==> config.mk <==
export PLATFORM = sky130hd
export DESIGN_NAME = qdec_top
export DESIGN_NICKNAME = d
export VERILOG_FILES = /design/src/rtl/qdec_pkg.sv /design/src/rtl/qdec_sync.sv /design/src/rtl/qdec_filter.sv /design/src/rtl/qdec_decode.sv /design/src/rtl/qdec_top.sv
export SDC_FILE = /design/constraint.sdc
export NUM_CORES = 1
export LEC_CHECK = 0
export BUFFER_PORTS_ARGS = -buffer_cell sky130_fd_sc_hd__buf_2
export CAP_MARGIN = 20
export CORE_ASPECT_RATIO = 0.6
export CORE_MARGIN = 1.5
export CORE_UTILIZATION = 25
export DETAILED_ROUTE_END_ITERATION = 7
export SYNTH_ARGS = -nofsm -noshare
export SYNTH_HDL_FRONTEND = slang
export SYNTH_SLANG_ARGS = --single-unit
export TNS_END_PERCENT = 20
==> constraint.sdc <==
create_clock -name clk -period 3.19 [get_ports clk]
set_input_delay 0.1595 -clock clk [delete_from_list [all_inputs] [get_ports clk]]
set_output_delay 0.1595 -clock clk [all_outputs]
set_load 0.01 [all_outputs]
==> src/rtl/qdec_pkg.sv <==
package qdec_pkg;

   typedef enum logic [1:0] {
      QD_PULSE_DIR = 2'b00,
      QD_X1        = 2'b01,
      QD_X2        = 2'b10,
      QD_X4        = 2'b11
   } qd_mode_e;

   localparam int unsigned LINE_A   = 0;
   localparam int unsigned LINE_B   = 1;
   localparam int unsigned LINE_IDX = 2;
   localparam int unsigned N_LINES  = 3;

endpackage

==> src/rtl/qdec_sync.sv <==
module qdec_sync #(
   parameter int unsigned WIDTH  = 3,
   parameter int unsigned STAGES = 2
) (
   input  logic             clk,
   input  logic             rst_n,
   input  logic [WIDTH-1:0] d_i,
   output logic [WIDTH-1:0] q_o
);

   generate
      if (STAGES < 2) begin : g_bad_stages
         $error("qdec_sync: STAGES must be at least 2");
      end
      if (WIDTH < 1) begin : g_bad_width
         $error("qdec_sync: WIDTH must be at least 1");
      end
   endgenerate

   logic [WIDTH-1:0] stage_q [STAGES];

   always_ff @(posedge clk or negedge rst_n) begin
      if (!rst_n) begin
         stage_q[0] <= '0;
      end else begin
         stage_q[0] <= d_i;
      end
   end

   generate
      for (genvar s = 1; s < STAGES; s++) begin : g_stage
         always_ff @(posedge clk or negedge rst_n) begin
            if (!rst_n) begin
               stage_q[s] <= '0;
            end else begin
               stage_q[s] <= stage_q[s-1];
            end
         end
      end
   endgenerate

   assign q_o = stage_q[STAGES-1];

endmodule

==> src/rtl/qdec_filter.sv <==
module qdec_filter #(
   parameter int unsigned WIDTH      = 3,
   parameter int unsigned PRESCALE_W = 8
) (
   input  logic                  clk,
   input  logic                  rst_n,
   input  logic [PRESCALE_W-1:0] prescale_i,
   input  logic [WIDTH-1:0]      d_i,
   output logic [WIDTH-1:0]      q_o,
   output logic                  tick_o
);

   generate
      if (PRESCALE_W < 1) begin : g_bad_psw
         $error("qdec_filter: PRESCALE_W must be at least 1");
      end
   endgenerate

   logic [PRESCALE_W-1:0] div_q;
   logic                  tick;
   logic [WIDTH-1:0]      samp_q;
   logic [WIDTH-1:0]      filt_q;

   assign tick = (div_q >= prescale_i);

   always_ff @(posedge clk or negedge rst_n) begin
      if (!rst_n) begin
         div_q <= '0;
      end else if (tick) begin
         div_q <= '0;
      end else begin
         div_q <= div_q + 1'b1;
      end
   end

   always_ff @(posedge clk or negedge rst_n) begin
      if (!rst_n) begin
         samp_q <= '0;
      end else if (tick) begin
         samp_q <= d_i;
      end
   end

   generate
      for (genvar i = 0; i < WIDTH; i++) begin : g_line
         always_ff @(posedge clk or negedge rst_n) begin
            if (!rst_n) begin
               filt_q[i] <= 1'b0;
            end else if (tick && (d_i[i] == samp_q[i])) begin
               filt_q[i] <= d_i[i];
            end
         end
      end
   endgenerate

   assign q_o    = filt_q;
   assign tick_o = tick;


   filt_hold_chk: assert property (@(posedge clk) disable iff (!rst_n)
      !tick |=> $stable(filt_q))
      else $error("filtered level moved without a sample tick");


   tick_spacing_chk: assert property (@(posedge clk) disable iff (!rst_n)
      (tick && (prescale_i != '0)) |=> ((prescale_i == '0) || !tick))
      else $error("sample ticks closer than the divider allows");

endmodule

==> src/rtl/qdec_decode.sv <==
module qdec_decode
   import qdec_pkg::*;
(
   input  logic     clk,
   input  logic     rst_n,
   input  qd_mode_e mode_i,
   input  logic     a_i,
   input  logic     b_i,
   input  logic     err_clr_i,
   output logic     hit_o,
   output logic     up_o,
   output logic     noise_o
);

   logic a_prev_q, b_prev_q;
   logic a_chg, b_chg, both_chg;
   logic hit, dir;
   logic up_q, noise_q;

   always_ff @(posedge clk or negedge rst_n) begin
      if (!rst_n) begin
         a_prev_q <= 1'b0;
         b_prev_q <= 1'b0;
      end else begin
         a_prev_q <= a_i;
         b_prev_q <= b_i;
      end
   end

   assign a_chg    = a_i ^ a_prev_q;
   assign b_chg    = b_i ^ b_prev_q;
   assign both_chg = a_chg & b_chg;

   always_comb begin
      hit = 1'b0;
      dir = 1'b1;
      unique case (mode_i)
         QD_PULSE_DIR: begin
            hit = a_chg & a_i;
            dir = b_i;
         end
         QD_X1: begin
            hit = a_chg & ~b_chg & ~b_i;
            dir = a_i ^ b_i;
         end
         QD_X2: begin
            hit = a_chg & ~b_chg;
            dir = a_i ^ b_i;
         end
         QD_X4: begin
            hit = a_chg ^ b_chg;
            dir = a_chg ? (a_i ^ b_i) : ~(a_i ^ b_i);
         end
         default: begin
            hit = 1'b0;
            dir = 1'b1;
         end
      endcase
   end

   always_ff @(posedge clk or negedge rst_n) begin
      if (!rst_n) begin
         up_q <= 1'b1;
      end else if (hit) begin
         up_q <= dir;
      end
   end

   always_ff @(posedge clk or negedge rst_n) begin
      if (!rst_n) begin
         noise_q <= 1'b0;
      end else if (both_chg && (mode_i != QD_PULSE_DIR)) begin
         noise_q <= 1'b1;
      end else if (err_clr_i) begin
         noise_q <= 1'b0;
      end
   end

   assign hit_o   = hit;
   assign up_o    = up_q;
   assign noise_o = noise_q;


   noise_sticky_chk: assert property (@(posedge clk) disable iff (!rst_n)
      (noise_q && !err_clr_i) |=> noise_q)
      else $error("noise flag dropped without a clear");

endmodule

==> src/rtl/qdec_top.sv <==
module qdec_top
   import qdec_pkg::*;
#(
   parameter int unsigned PRESCALE_W  = 8,
   parameter int unsigned SYNC_STAGES = 2
) (
   input  logic                  clk,
   input  logic                  rst_n,
   input  logic [1:0]            mode,
   input  logic [PRESCALE_W-1:0] prescale,
   input  logic                  ab_enable,
   input  logic                  idx_enable,
   input  logic                  idx_polarity,
   input  logic                  sync_idx_req,
   input  logic                  err_clear,
   input  logic                  in_a,
   input  logic                  in_b,
   input  logic                  in_idx,
   output logic                  count_stb,
   output logic                  count_up,
   output logic                  index_evt,
   output logic                  noise_err,
   output logic                  sync_idx_active
);

   localparam int unsigned LINES = N_LINES;

   qd_mode_e          mode_e;
   logic [LINES-1:0]  raw_lines, sync_lines, filt_lines;
   logic              tick_unused;
   logic              hit, up, noise;
   logic              idx_act, idx_act_prev_q;
   logic              stb_q, evt_q, sync_q;
   logic              evt_next;

   assign mode_e = qd_mode_e'(mode);

   assign raw_lines[LINE_A]   = in_a;
   assign raw_lines[LINE_B]   = in_b;
   assign raw_lines[LINE_IDX] = in_idx;

   qdec_sync #(.WIDTH(LINES), .STAGES(SYNC_STAGES)) u_sync (
      .clk   (clk),
      .rst_n (rst_n),
      .d_i   (raw_lines),
      .q_o   (sync_lines)
   );

   qdec_filter #(.WIDTH(LINES), .PRESCALE_W(PRESCALE_W)) u_filter (
      .clk        (clk),
      .rst_n      (rst_n),
      .prescale_i (prescale),
      .d_i        (sync_lines),
      .q_o        (filt_lines),
      .tick_o     (tick_unused)
   );

   qdec_decode u_decode (
      .clk       (clk),
      .rst_n     (rst_n),
      .mode_i    (mode_e),
      .a_i       (filt_lines[LINE_A]),
      .b_i       (filt_lines[LINE_B]),
      .err_clr_i (err_clear),
      .hit_o     (hit),
      .up_o      (up),
      .noise_o   (noise)
   );

   assign idx_act = idx_polarity ? filt_lines[LINE_IDX] : ~filt_lines[LINE_IDX];

   always_comb begin
      if (!idx_enable) begin
         evt_next = 1'b0;
      end else if (sync_q) begin
         evt_next = hit & idx_act;
      end else begin
         evt_next = idx_act & ~idx_act_prev_q;
      end
   end

   always_ff @(posedge clk or negedge rst_n) begin
      if (!rst_n) begin
         idx_act_prev_q <= 1'b0;
         stb_q          <= 1'b0;
         evt_q          <= 1'b0;
         sync_q         <= 1'b0;
      end else begin
         idx_act_prev_q <= idx_act;
         stb_q          <= hit & ab_enable;
         evt_q          <= evt_next;
         sync_q         <= sync_idx_req & (mode_e != QD_PULSE_DIR);
      end
   end

   assign count_stb       = stb_q;
   assign count_up        = up;
   assign index_evt       = evt_q;
   assign noise_err       = noise;
   assign sync_idx_active = sync_q;


   no_stb_disabled_chk: assert property (@(posedge clk) disable iff (!rst_n)
      !ab_enable |=> !count_stb)
      else $error("count strobe while A/B disabled");


   sync_legal_chk: assert property (@(posedge clk) disable iff (!rst_n)
      (mode_e == QD_PULSE_DIR) |=> !sync_idx_active)
      else $error("synchronous index in pulse/direction mode");

endmodule

# == After elaboration in Yosys (flattened, before gate mapping) ==
# Cells that the tools add are included.
# op_classes
add_sub_neg,1
multipliers,0
div_mod_pow,0
order_cmp,1
n_eq_ne,6
shift,0
n_mux,9
bitwise_logic,17
reduce_logical,8
# ops
op,n
adder 8 x 1 -> 8 bit (second input constant),1
AND 1 bit,8
greater-or-equal comparator 8 bit,1
2-to-1 mux 8 bit,1
2-to-1 mux 1 bit,6
NOT 1 bit,5
== test 2 bit (second input constant),2
logical AND 1 bit,4
case mux 1 bit (4 select lines),1
nonzero test 2 bit,2
bitwise XOR 1 bit,4
== test 1 bit,3
case mux 1 bit (3 select lines),1
== test 2 x 1 -> 1 bit (second input constant),1
logical NOT 2 bit,1
OR reduction 2 bit,1
# word_totals
reg_bits,28
latch_bits,0
mem_bits_rw,0
romBits,0
in_bits,20
elab_cells,57
memories,0

# == Depth between registers and ports, before layout ==
# depth
word_depth,8
ltp_mapped,7
mapped_depth_nobuf,7

# == Modules after synthesis ==
# A second synthesis with hierarchy kept.
# unflattened
cells_unflattened,137
area_unflattened_um2,1483.9
# by_module_without_submodules
mod,n_inst,cells_per_inst,area_per_inst_um2,seq_area_each_um2
qdec_filter,1,84,842.1,350.3
qdec_decode,1,34,319.1,101.3
qdec_sync,1,9,172.7,150.1
qdec_top,1,10,150.1,100.1

# == Worst setup path before layout ==
# OpenSTA, ideal clock, no wires.
# synth_path
kind,register -> register
from,register u_filter.filt_q[0] (netlist: u_filter.q_o[0])
to,register u_decode.up_q (netlist: u_decode.up_o)
setup_ps,82
arrival_time_ps,1759
setup_slack_ps,1349
stages_incl_launch_ff,6
path_buffers,0
synth_period_minus_slack_ps,1841
cell_sequence,dfrtp_1 ha_1 xor2_1 mux2_4 a221o_1 mux2_2
# synth_via
elab_chain_len,4
elab_cells_between_ends,10
classes_between,3 x mux; 7 x bitwise
# synth_lines
item,line,rtl
from (decl),qdec_filter.sv:22,logic [WIDTH-1:0] filt_q;
"from (signal, indexed assignment)",qdec_filter.sv:50,filt_q[i] <= d_i[i];
"bitwise XOR 1 bit, on equally long branches",-,
AND 1 bit / NOT 1 bit (equally long branches),"qdec_decode.sv:43, qdec_decode.sv:47, qdec_decode.sv:52",
AND 1 bit / 2-to-1 mux 1 bit (equally long branches),"qdec_decode.sv:43, qdec_decode.sv:52",
case mux 1 bit (4 select lines) / case mux 1 bit (3 select lines) (equally long branches),qdec_decode.sv:37,unique case (mode_i)
to (signal assigned),qdec_decode.sv:65,up_q <= dir;
to (decl),qdec_decode.sv:18,"logic up_q, noise_q;"
# Parallel ways exist; a longest one is shown, timed or not.
# A chain may end at the register's enable or synchronous reset.

# == Worst setup path after layout ==
# Same ends and word-level chain as after synthesis.

==> results_dict.tcl <==
set metrics [dict create \
    grt_pass1_wl_mm 4.46 \
    slew_headroom 0.571 \
    hp-class "input pin to flop" \
    groute.usage.overall 0.0892 \
    met3_usage 0.0358 \
    syn_nets 170 \
    clockPowerShare 0.221 \
    place_congestion 0.811 \
    drt-pass1-iter-count 4 \
    layout.nets 202 \
    critPathKind "flop to flop" \
    hold_viol_final 0 \
    numPortBuffers 24 \
    antenna_left 0 \
    cts_buffers 3 \
    via_per_inst 4.07 \
    drt-initial-drc-count 24 \
    synth_cells 134 \
    worstPathArrival_ns 2.14 \
    grt-ovfl-total 0 \
    syn_to_final_growth_pct 22.2 \
    netlist_area_um2 1470 \
    tightest_slew_ns 0.644 \
    core-area_um2 5620 \
    reg2reg_from "u_filter.q_o[0]$_DFFE_PN0P_" \
    async_flop_share 1.00 \
    hold-path-cell-count 3 \
    grt-busiest-layer "met1" \
    layout-drive-gt1-share 0.230 \
    grt_max_degree 29 \
    crit_path_start_kind "flop" \
    num_vias 998 \
    swShare 0.335 \
    nFillCells 587 \
    cellPowerDensity_nw_per_um2 700 \
    h-tree-depth 1 \
    clock_latency_ns 0.27 \
    r2r_end "u_decode.up_o$_DFFE_PN1N_" \
    cts-root-buf "clkbuf_8" \
    stdcell_count 245 \
    clk_pin_slew_ns 0.09 \
    netSwitchingPower_uw 421 \
    irDropWorstVdd_mv 0.206 \
    cts_setup_buffers 0 \
    crit_path_end_kind "flop" \
    dieArea_um2 6370 \
    slowest_stage "dfrtp_1" \
    rrSetupSlack_ns 1.26 \
    synth-edff-count 0 \
    synth-main-ff-cell "dfrtp_1" \
    post-place-cells 237 \
    total_leakage_power_nw 0.896 \
    fmax_mhz 518 \
    met1_usage 0.142 \
    path_cells "ha_1 -> xor2_1 -> mux2_4 -> a221o_1 -> mux2_2" \
    fin_hold_ws_ns 0.0818 \
    hp-start "ab_enable" \
    grt_pass1_vias 929 \
    cts_tree "done" \
    setup_viol 0 \
    tns_ns 0 \
    skew_ns 0.00291 \
    required_ns 3.40 \
    worstPathMaxFanout 7 \
    remaining_drc_errors 0 \
    p_comb_frac 0.350 \
    clockBufferDepth 2 \
    seqCellArea_um2 702 \
    final_max_slew_viol_count 0 \
    insertedDiodeCount 0 \
    multi_input_area_um2 704 \
    r2r_cells 5 \
    cts_sinks 28 \
    die_h_um 62.4 \
    min_to "count_stb$_DFF_PN0_" \
    ctsHoldBuffers 4 \
    synth_seq_cells 28 \
    synth_seq_area_share 0.477 \
    status "complete, no violations" \
    p_int_uw 837 \
    pwr-share-seq 0.430 \
    dp_hpwl_mm 2.07 \
    rows 21 \
    min_period_over_period 0.605 \
    max-cap-violations 0 \
    crit_family "multiplexers" \
    slowest_delay_ns 0.46 \
    initial_core_util 0.262 \
    p_total_mw 1.26 \
    rsz0062_at_grt "no" \
    ys_types 32 \
    ctsResizeCount 0 \
    wl_per_cell_um 10.9 \
    syn_area_per_cell_um2 11.0 \
    yosysWarnings 0 \
    pin_count 25 \
    period_needed_ns 1.93 \
    dieWidth_um 102 \
    antenna_found_initial 0 \
    crit_buf_inv 0 \
    wirelength_mm 2.68 \
    use_met2 0.113 \
]
-- final cells by class --
type,count,area share
clock buffer,3,0.0230
clock inverter,1,0.0167
inverter,16,0.0334
multi-input combinational,89,0.392
sequential,28,0.390
tap,80,0.0557
timing repair buffer,28,0.0891
-- flip-flops by register name, summed over array words and instances (netlist names), 3 cells and up --
name,count
u_filter.samp_q,3
u_sync.stage_q,3
u_sync.q_o,3
u_filter.q_o,3
u_filter.div_q,8
-- synth_stat cells (2+ instances only) --
library cell | instances | area, um^2
a211o_1 | 2 | 17.5
a21oi_1 | 3 | 15.0
and3_1 | 2 | 12.5
dfrtp_1 | 27 | 676
ha_1 | 16 | 200
inv_1 | 16 | 60.1
mux2_2 | 4 | 45.0
nand2_1 | 6 | 22.5
nand2b_1 | 3 | 18.8
nand3_1 | 5 | 25.0
nor2_1 | 10 | 37.5
nor2b_1 | 3 | 18.8
o211ai_1 | 3 | 22.5
o21a_1 | 2 | 15.0
o21ai_0 | 8 | 40.0
xnor2_1 | 2 | 17.5
xor2_1 | 7 | 61.3
-- power by group through the flow --
stage | Combinational (mW) | Sequential [mW] | Clock (mW)
6_report | 0.440 | 0.541 | 0.278
5_1_grt | 0.499 | 0.555 | 0.300
4_1_cts | 0.446 | 0.541 | 0.287
3_5_place_dp | 0.437 | 0.548 | 0
3_3_place_gp | 0.429 | 0.547 | 0
2_1_floorplan | 0.344 | 0.523 | 0
-- worst register-to-register path: stages (launching register included) --
cell and delay (ns):
dfrtp_1 0.46, ha_1 0.33, xor2_1 0.20, mux2_4 0.31, a221o_1 0.31, mux2_2 0.26
-- logic make-up after synthesis --
group,after synthesis,synth area share
and+or+nand+nor,33,0.115
DFF,28,0.477
AOI/OAI and AO/OA,26,0.134
buffers and inverters,17,0.0442
adders and majority gates,16,0.136
muxes,5,0.0408
xor gates and xnor gates,9,0.0536
-- stage by stage --
step / setup slack (ns) / instance area, um^2 / util
floorplan: 1.35 / 1470 / -
global placement: 1.30 / 1690 / 0.300
detailed placement: 1.27 / 1690 / 0.300
CTS: 1.25 / 1800 / 0.320
global route: 1.17 / 1800 / 0.320
finish: 1.26 / 1800 / 0.320
-- layer usage --
metal | vias up | wire length (um)
met5 | - | 0
met4 | 0 | 0
met3 | 0 | 166
met2 | 22 | 1050
met1 | 456 | 1460
li1 | 520 | -
-- placed cells by master, fill, tap and decap left out, types with 2 or more instances in the layout --
cell type and instances:
inv_1 16, xnor2_1 2, buf_2 24, nand3_1 5
dfrtp_1 27, xor2_1 7, nand2_1 6, dlygate4sd3_1 4
ha_1 16, mux2_2 4, nand2b_1 3, o21ai_0 8
clkbuf_8 3, o211ai_1 3, nor2b_1 3, a21oi_1 3
nor2_1 10, and3_1 2, o21a_1 2, a211o_1 2
-- how the worst max path moves through the flow --
stage | to | from | cells after the start | slack [ns]
after floorplan | u_decode.up_o$_DFFE_PN1N_ | u_filter.q_o[0]$_DFFE_PN0P_ | 5 | 1.35
after global placement | u_decode.up_o$_DFFE_PN1N_ | u_filter.q_o[0]$_DFFE_PN0P_ | 5 | 1.30
after detailed placement | u_decode.up_o$_DFFE_PN1N_ | u_filter.q_o[0]$_DFFE_PN0P_ | 5 | 1.27
after CTS | u_decode.up_o$_DFFE_PN1N_ | u_filter.q_o[0]$_DFFE_PN0P_ | 5 | 1.25
after global routing | u_decode.up_o$_DFFE_PN1N_ | u_filter.q_o[0]$_DFFE_PN0P_ | 5 | 1.17
final | u_decode.up_o$_DFFE_PN1N_ | u_filter.q_o[0]$_DFFE_PN0P_ | 5 | 1.26
Power figures use the tool's default switching activity.
